File: config.mk
export PLATFORM = sky130hd
export DESIGN_NAME = gpio_irq_port
export DESIGN_NICKNAME = d
export VERILOG_FILES = /design/src/rtl/gpx_pkg.sv /design/src/rtl/gpx_ctrl.sv /design/src/rtl/gpx_datapath.sv /design/src/rtl/gpio_irq_port.sv
export SDC_FILE = /design/constraint.sdc
export NUM_CORES = 1
export LEC_CHECK = 0
export CAP_MARGIN = 10
export CORE_MARGIN = 3
export CORE_UTILIZATION = 58
export CTS_BUF_LIST = sky130_fd_sc_hd__clkbuf_16
export CTS_CLUSTER_DIAMETER = 40
export DETAILED_ROUTE_END_ITERATION = 10
export DONT_BUFFER_PORTS = 1
export GPL_TIMING_DRIVEN = 1
export PLACE_DENSITY = 0.76
export SLEW_MARGIN = 20
export SYNTH_ARGS = -nofsm -noshare
export SYNTH_HDL_FRONTEND = slang
export SYNTH_SLANG_ARGS = --single-unit
File: constraint.sdc
create_clock -name clk -period 1.4 [get_ports clk]
set_input_delay 0.14 -clock clk [delete_from_list [all_inputs] [get_ports clk]]
set_output_delay 0.14 -clock clk [all_outputs]
set_load 0.005 [all_outputs]
File: src/rtl/gpx_pkg.sv
package gpx_pkg;
  localparam int ADDR_W = 5;

  typedef enum logic [2:0] {
    WORD_DATA   = 3'd0,
    WORD_DIR    = 3'd1,
    WORD_PAD    = 3'd2,
    WORD_CFG_LO = 3'd3,
    WORD_CFG_HI = 3'd4,
    WORD_MASK   = 3'd5,
    WORD_STAT   = 3'd6,
    WORD_BOTH   = 3'd7
  } wordSel_e;

  typedef enum logic [1:0] {
    TRIG_LOW  = 2'd0,
    TRIG_HIGH = 2'd1,
    TRIG_RISE = 2'd2,
    TRIG_FALL = 2'd3
  } trig_e;

  typedef struct packed {
    logic     wrData;
    logic     wrDir;
    logic     wrCfgLo;
    logic     wrCfgHi;
    logic     wrMask;
    logic     wrClear;
    logic     wrBoth;
    wordSel_e rdSel;
  } ctrlStrobe_t;
endpackage

File: src/rtl/gpx_ctrl.sv
module gpx_ctrl
  import gpx_pkg::*;
(
  input  logic              busSel,
  input  logic              busWr,
  input  logic [ADDR_W-1:0] busAddr,
  output ctrlStrobe_t       strobe
);
  wordSel_e wordIdx;
  logic     wrHit;

  // the two low address bits play no part in the decode
  assign wordIdx = wordSel_e'(busAddr[ADDR_W-1:2]);
  assign wrHit   = busSel && busWr;

  always_comb begin
    strobe         = '0;
    strobe.rdSel   = wordIdx;
    strobe.wrData  = wrHit && (wordIdx == WORD_DATA);
    strobe.wrDir   = wrHit && (wordIdx == WORD_DIR);
    strobe.wrCfgLo = wrHit && (wordIdx == WORD_CFG_LO);
    strobe.wrCfgHi = wrHit && (wordIdx == WORD_CFG_HI);
    strobe.wrMask  = wrHit && (wordIdx == WORD_MASK);
    strobe.wrClear = wrHit && (wordIdx == WORD_STAT);
    strobe.wrBoth  = wrHit && (wordIdx == WORD_BOTH);
  end
endmodule

File: src/rtl/gpx_datapath.sv
module gpx_datapath
  import gpx_pkg::*;
#(
  parameter int PINS        = 32,
  parameter int SYNC_STAGES = 2,
  parameter bit SPLIT_IRQ   = 1'b1
) (
  input  logic            clk,
  input  logic            rstN,
  input  ctrlStrobe_t     strobe,
  input  logic [PINS-1:0] wdata,
  input  logic [PINS-1:0] padIn,
  output logic [PINS-1:0] rdata,
  output logic [PINS-1:0] padOut,
  output logic [PINS-1:0] padOe,
  output logic            irqLo,
  output logic            irqHi
);
  localparam int HALF = PINS / 2;

  logic [PINS-1:0] dataQ, dirQ, cfgLoQ, cfgHiQ, maskQ, statusQ, bothQ;
  logic [PINS-1:0] syncQ [SYNC_STAGES];
  logic [PINS-1:0] prevQ;
  logic [PINS-1:0] syncCur;
  logic [PINS-1:0] setVec;
  logic [PINS-1:0] clrVec;
  logic [PINS-1:0] pendVec;

  assign syncCur = syncQ[SYNC_STAGES-1];

  // input synchronizer and one-cycle history for edge detection
  always_ff @(posedge clk) begin
    if (!rstN) begin
      for (int s = 0; s < SYNC_STAGES; s++) syncQ[s] <= '0;
      prevQ <= '0;
    end else begin
      syncQ[0] <= padIn;
      for (int s = 1; s < SYNC_STAGES; s++) syncQ[s] <= syncQ[s-1];
      prevQ <= syncCur;
    end
  end

  // software-visible registers
  always_ff @(posedge clk) begin
    if (!rstN) begin
      dataQ  <= '0;
      dirQ   <= '0;
      cfgLoQ <= '0;
      cfgHiQ <= '0;
      maskQ  <= '0;
      bothQ  <= '0;
    end else begin
      if (strobe.wrData)  dataQ  <= wdata;
      if (strobe.wrDir)   dirQ   <= wdata;
      if (strobe.wrCfgLo) cfgLoQ <= wdata;
      if (strobe.wrCfgHi) cfgHiQ <= wdata;
      if (strobe.wrMask)  maskQ  <= wdata;
      if (strobe.wrBoth)  bothQ  <= wdata;
    end
  end

  // per-pin trigger detection
  for (genvar p = 0; p < PINS; p++) begin : gPin
    localparam int FIELD = 2 * (p % HALF);
    trig_e pinKind;
    if (p < HALF) begin : gLoField
      assign pinKind = trig_e'(cfgLoQ[FIELD +: 2]);
    end else begin : gHiField
      assign pinKind = trig_e'(cfgHiQ[FIELD +: 2]);
    end

    always_comb begin
      if (bothQ[p]) begin
        setVec[p] = syncCur[p] ^ prevQ[p];
      end else begin
        unique case (pinKind)
          TRIG_LOW:  setVec[p] = !syncCur[p];
          TRIG_HIGH: setVec[p] = syncCur[p];
          TRIG_RISE: setVec[p] = syncCur[p] && !prevQ[p];
          TRIG_FALL: setVec[p] = !syncCur[p] && prevQ[p];
          default:   setVec[p] = 1'b0;
        endcase
      end
    end
  end

  // pending bits: write-one-to-clear, a same-cycle event wins
  assign clrVec = strobe.wrClear ? wdata : '0;

  always_ff @(posedge clk) begin
    if (!rstN) statusQ <= '0;
    else       statusQ <= (statusQ & ~clrVec) | setVec;
  end

  assign pendVec = statusQ & maskQ;

  if (SPLIT_IRQ) begin : gSplitIrq
    assign irqLo = |pendVec[HALF-1:0];
    assign irqHi = |pendVec[PINS-1:HALF];
  end else begin : gMergedIrq
    assign irqLo = |pendVec;
    assign irqHi = 1'b0;
  end

  always_comb begin
    unique case (strobe.rdSel)
      WORD_DATA:   rdata = dataQ;
      WORD_DIR:    rdata = dirQ;
      WORD_PAD:    rdata = syncCur;
      WORD_CFG_LO: rdata = cfgLoQ;
      WORD_CFG_HI: rdata = cfgHiQ;
      WORD_MASK:   rdata = maskQ;
      WORD_STAT:   rdata = statusQ;
      WORD_BOTH:   rdata = bothQ;
      default:     rdata = '0;
    endcase
  end

  assign padOut = dataQ;
  assign padOe  = dirQ;

  // checks beside the logic they guard
  AST_DATA_READBACK: assert property (@(posedge clk) disable iff (!rstN)
    strobe.wrData |=> padOut == $past(wdata));
  AST_DIR_READBACK: assert property (@(posedge clk) disable iff (!rstN)
    strobe.wrDir |=> padOe == $past(wdata));
  AST_NO_SPURIOUS_SET: assert property (@(posedge clk) disable iff (!rstN)
    1'b1 |=> (statusQ & ~$past(statusQ) & ~$past(setVec)) == '0);
  AST_DUAL_EDGE: assert property (@(posedge clk) disable iff (!rstN)
    1'b1 |=> ($past(bothQ & (syncCur ^ prevQ)) & ~statusQ) == '0);
  AST_CLEAR_TAKES: assert property (@(posedge clk) disable iff (!rstN)
    strobe.wrClear |=> (statusQ & $past(wdata) & ~$past(setVec)) == '0);
  AST_SET_WINS: assert property (@(posedge clk) disable iff (!rstN)
    1'b1 |=> ($past(setVec) & ~statusQ) == '0);
  AST_IRQ_CAUSE: assert property (@(posedge clk) disable iff (!rstN)
    $rose(irqLo) |-> ($past(|setVec) || $past(strobe.wrMask)));
endmodule

File: src/rtl/gpio_irq_port.sv
module gpio_irq_port
  import gpx_pkg::*;
#(
  parameter int PINS        = 32,
  parameter int SYNC_STAGES = 2,
  parameter bit SPLIT_IRQ   = 1'b1
) (
  input  logic              clk,
  input  logic              rstN,
  input  logic              busSel,
  input  logic              busWr,
  input  logic [ADDR_W-1:0] busAddr,
  input  logic [PINS-1:0]   busWdata,
  output logic [PINS-1:0]   busRdata,
  input  logic [PINS-1:0]   padIn,
  output logic [PINS-1:0]   padOut,
  output logic [PINS-1:0]   padOe,
  output logic              irqLo,
  output logic              irqHi
);
  ctrlStrobe_t strobe;

  gpx_ctrl ctrl_i (
    .busSel (busSel),
    .busWr  (busWr),
    .busAddr(busAddr),
    .strobe (strobe)
  );

  gpx_datapath #(
    .PINS       (PINS),
    .SYNC_STAGES(SYNC_STAGES),
    .SPLIT_IRQ  (SPLIT_IRQ)
  ) dp_i (
    .clk   (clk),
    .rstN  (rstN),
    .strobe(strobe),
    .wdata (busWdata),
    .padIn (padIn),
    .rdata (busRdata),
    .padOut(padOut),
    .padOe (padOe),
    .irqLo (irqLo),
    .irqHi (irqHi)
  );

  AST_WRITE_NEEDS_SEL: assert property (@(posedge clk) disable iff (!rstN)
    !(busSel && busWr) |=> $stable(padOut) && $stable(padOe));
endmodule

# ---- Yosys cells after proc, flatten, opt, wreduce, memory -nomap -nowiden
# Memories as Yosys holds them, arrays and structs flattened.
# Index checks and enable logic that the tools add are counted.
dict set report totals {
  ff_bits 256
  ramBits 64
  input_bits 73
  out_inout_bits 98
  wordCells 391
  memories 1
}
# name depth width rd rd_ports_with_merged_regs write_ports line
set memory_table {}
lappend memory_table {dp_i.syncQ 2 32 2 0 2 gpx_datapath.sv:22} ;# logic [PINS-1:0] syncQ [SYNC_STAGES];
dict set report classes {
  n_eq_ne 103
  muxes 70
  n_bitwise 38
  reduce_logical 171
}
# cell count
set ops {}
lappend ops {{case mux 32 bit (8 select lines)} 1}
lappend ops {{== test 2 bit, second input constant} 64}
lappend ops {{case mux 1 bit (4 select lines)} 32}
lappend ops {{2-to-1 mux 32 bit} 3}
lappend ops {{logical AND 1 bit} 72}
lappend ops {{AND 32 bit} 2}
lappend ops {{== test 2 x 1 -> 1 bit, second input constant} 32}
lappend ops {{logical NOT 1 bit} 64}
lappend ops {{logical NOT 2 bit} 32}
lappend ops {{2-to-1 mux 1 bit} 34}
lappend ops {{inverter 32 bit} 1}
lappend ops {{bitwise OR 32 bit} 1}
lappend ops {{OR reduction 16 bit} 2}
lappend ops {{bitwise XOR 1 bit} 32}
lappend ops {{== test 3 bit, second input constant} 4}
lappend ops {{== test 3 x 2 -> 1 bit, second input constant} 2}
lappend ops {{== test 3 x 1 -> 1 bit, second input constant} 1}
lappend ops {{logical NOT 3 bit} 1}
lappend ops {{bitwise OR 1 bit} 2}

# ---- Depth between registers and ports, before layout
dict set report logic_depth {
  word_depth 6
  mapped_depth 8
}

# ---- Hierarchy
# From an unflattened synthesis, not the netlist that was laid out.
dict set report unflattened {
  hier_cells 1534
  area_unflattened_um2 15419.8
}
# mod n_inst cells_each area_per_inst_um2
set modules_own_cells {}
lappend modules_own_cells {gpx_datapath 1 1519 15318.4}
lappend modules_own_cells {gpx_ctrl 1 15 101.3}

# ---- Worst setup path before layout
# No wires, ideal clock.
dict set report synth_path {
  path_type {input to output}
  start {input port busAddr[2]}
  end {output port busRdata[12]}
  t_arrival_ns 1.349
  slack_ns -0.089
  stages 5
  path_cell_list {buf_2 buf_2 mux4_2 a21oi_1 nor2_1}
}
dict set report synth_via {
  elab_chain_len 2
  word_cells_on_any_way 9
  classes_between {7 x eq/ne; 1 x mux; 1 x reduce/logical}
}
# element line
set synth_rtl {}
lappend synth_rtl {{start, declared} gpio_irq_port.sv:12} ;# input logic [ADDR_W-1:0] busAddr,
lappend synth_rtl {{== test 3 bit, or another cell as far along} gpx_datapath.sv:106} ;# unique case (strobe.rdSel)
lappend synth_rtl {{case mux 32 bit (8 select lines) (*)} gpx_datapath.sv:106}
lappend synth_rtl {{end, declared} gpio_irq_port.sv:14} ;# output logic [PINS-1:0] busRdata,
# Mark *: on every way between the ends. The rest lies on a longest branch, timed or not.

# ---- Worst setup path after layout
dict set report layout_path {
  start {register dp_i.statusQ[11]}
  end {output port busRdata[11]}
}
dict set report layout_via {
  elab_chain_len 1
}
# element line
set layout_rtl {}
lappend layout_rtl {{start, declared} gpx_datapath.sv:21} ;# logic [PINS-1:0] dataQ, dirQ, cfgLoQ, cfgHiQ, maskQ, statusQ, bothQ;
lappend layout_rtl {{start signal, assigned} gpx_datapath.sv:92} ;# else statusQ <= (statusQ & ~clrVec) | setVec;
lappend layout_rtl {{case mux 32 bit (8 select lines)} gpx_datapath.sv:106}
# No other way between the ends.

==> out/metrics.cfg <==
[status]
outcome=finished with violations
failed_checks=setup timing

[clock_tree]
cts_tree=yes
clk_pin_slew_worst_paths_ns=0.07
clock_sinks=320
htree_levels=2
clkLatencyLatePin_ns=0.54
clock_path_buffers=3
cts_buffers=41
clockRootBuffer=clkbuf_16

[power]
irDropWorstVdd_mv=1.105
cellPowerDensity_nw_per_um2=1165
p_leak_nw=6.911

[yosys]
postSynth.asyncResetShare=0
syn_nets=1875
synth.cell_area_um2=14670
synth.distinct_cells=40
yosysWarnings=0
post_synth.cell_area_avg_um2=8.439
synth_cells=1738
ys_seq_area_frac=0.4367
synth-edff-count=0
synth-seq-cells=320
synth_ff_type=dfxtp_1

[sta]
drv_slew=0
hold_violations=0
slew_headroom=0.6428
max_freq_mhz=564.5
setup_ws_ns=-0.3716
hold-worst-slack_ns=0.01076
period_needed_ns=1.772
rsz0062_at_grt=true
period_share=1.265
worst_slew_pin_slew_ns=0.5346
setup_violations=38
skew_ns=0.01107

[layout]
drive_gt1_frac=0.2577
final_area_um2=18980
area_growth_pct=29.38
seq_area_um2=6733
multi_input_area_um2=8264
fillers=1556
finish.net_count=2013
final_common_cell=nand2_1
fin_cells=2238
layout_common_cells=nand2_1 (408), a21oi_1 (200), dfxtp_1 (147)

[drt]
wl_per_cell_um=23.37
vias=14286
drt-pass1-iter-count=6
drt_first_iter_violations=1721
wirelength_um=52300
antenna_left=0
drcViolationCount=0
vias_per_cell=6.383

[grt]
grt_first_pass_wirelength_um=76820
grt_usage=0.3636
grt_start_max_net_pins=96
first_global_vias=14046
antenna_found_initial=4
overflow=0

[worst_setup_path]
cp_slowest_stage_delay_ns=0.48
worstPathMaxFanout=3
critPathKind=reg2out
crit_path_start_kind=flip-flop
cp_num_buf_inv=0
critical_path.top_delay_family=multiplexers
crit_chain=mux4_2 -> a21oi_2 -> nor2_1
cp_data_required_time_ns=1.26
crit_arrival_ns=1.63
end_kind=primary output
cp_slowest_cell=mux4_2

[floorplan]
start_util=0.5961
row_count=57
core_um2=24600
die-area_um2=27230
dieWidth_um=165.0
num_io_pins=171
die-height_um=165.0

[place]
placed_area_um2=15270
dp_hpwl_um=30490
dp.cells=2018
numPortBuffers=0
globalplace.congestion=0.9006

[worst_hold_path]
worstHoldPathType=in2reg

[run]
drv_cap=0

## cell families (layout without fill, tap and decap cells)
family,Yosys count,count (layout),share of synthesized area
other,0,5,0
AND/OR/NAND/NOR,652,652,0.1936
AO/OA/AOI/OAI,424,424,0.1854
multiplexers,100,100,0.07848
XOR/XNOR,2,2,0.001194
flip-flops,320,320,0.4367
buffers and inverters,176,347,0.04990
adder cells (fa/ha/maj),64,64,0.05459
## layer usage
metal  vias to the layer above  global-route usage  routed length, um
li1                       6252                   -                  -
met1                      6764              0.4352              18510
met2                      1023              0.5855              24000
met3                       245             0.09707               6499
met4                         2              0.2154               3283
met5                         -                   0                 13
## cell usage after synthesis, types with 4 or more instances
| cell | number | share of area |
|---|---|---|
| clkbuf_1 | 65 | 0.017 |
| mux4_2 | 12 | 0.018 |
| nor2b_1 | 19 | 0.0081 |
| a211oi_1 | 52 | 0.027 |
| mux2i_1 | 88 | 0.060 |
| a221oi_1 | 22 | 0.013 |
| o31a_1 | 17 | 0.010 |
| buf_1 | 6 | 0.0015 |
| nand3_1 | 4 | 0.0014 |
| ha_1 | 64 | 0.055 |
| o21ai_0 | 7 | 0.0024 |
| a21boi_1 | 10 | 0.0051 |
| a21boi_0 | 20 | 0.010 |
| and2_1 | 64 | 0.027 |
| nand2b_1 | 35 | 0.015 |
| o22a_1 | 18 | 0.011 |
| nand2_1 | 408 | 0.10 |
| a2111oi_0 | 13 | 0.0078 |
| dfxtp_1 | 320 | 0.44 |
| buf_2 | 36 | 0.012 |
| o22ai_1 | 15 | 0.0064 |
| a311o_1 | 13 | 0.0089 |
| nor2_1 | 96 | 0.025 |
| nor3b_1 | 14 | 0.0072 |
| a21oi_1 | 224 | 0.076 |
| a22o_1 | 8 | 0.0048 |
| inv_1 | 64 | 0.016 |
## worst paths after layout
kind / from / endpoint / slack, ns / cells past startpoint
min: rstN / dp_i.statusQ[29] / 0.01 / 3
max: dp_i.statusQ[11] / busRdata[11] / -0.37 / 3
max reg2reg: dp_i.cfgHiQ[17] / dp_i.statusQ[24] / -0.06 / 5
min reg2reg: dp_i.syncQ[0][3] / dp_i.syncQ[0][35] / 0.43 / 1
## through the flow
stage               setup TNS (ns)  power [mW]  worst slack, ns    util
floorplan                        0       10.74         0.004185       -
global placement                 0       11.02          0.03445  0.6206
detailed placement        -0.03877       11.07         -0.03877  0.6206
CTS                         -11.65       21.89          -0.3593  0.7485
global route                -9.821       22.61          -0.4125  0.7711
finish                      -8.809       22.10          -0.3716  0.7713
## state kept, by name (all words and copies together), names as in the netlist
register / count
dp_i.syncQ: 64
dp_i.bothQ: 32
dp_i.cfgHiQ: 32
dp_i.cfgLoQ: 32
dp_i.maskQ: 32
dp_i.padOe: 32
dp_i.padOut: 32
dp_i.prevQ: 32
dp_i.statusQ: 32
## power breakdown
group	internal, mW	total [mW]	switching [mW]	leakage [nW]
Combinational	0.880	1.92	1.04	3.55
Clock	6.36	10.6	4.24	0.672
Sequential	9.34	9.58	0.243	2.69
## layout make-up
cell class              instances  share of cell area
clock buffers                  43             0.05670
flip-flops and latches        320              0.3548
diodes                          5           0.0006593
well taps                     324             0.02136
inverters                      65             0.01312
repair buffers                206              0.1027
clock inverters                33             0.01523
multi-input cells            1242              0.4355
## timing repair
| action | in CTS | in global routing |
|---|---|---|
| endpoints found under the hold margin | 300 | 1 |
| setup endpoints to repair | 35 | 64 |
| pin swaps | 77 | 63 |
| resized for setup | 240 | 137 |
| hold buffers | 81 | 3 |
| buffers inserted | 48 | 9 |
## worst min-delay path, stage by stage
cell and delay (ns):
inv_6 0.02, a2111oi_2 0.20, a311o_1 0.15
Power figures use the tool's default switching activity.
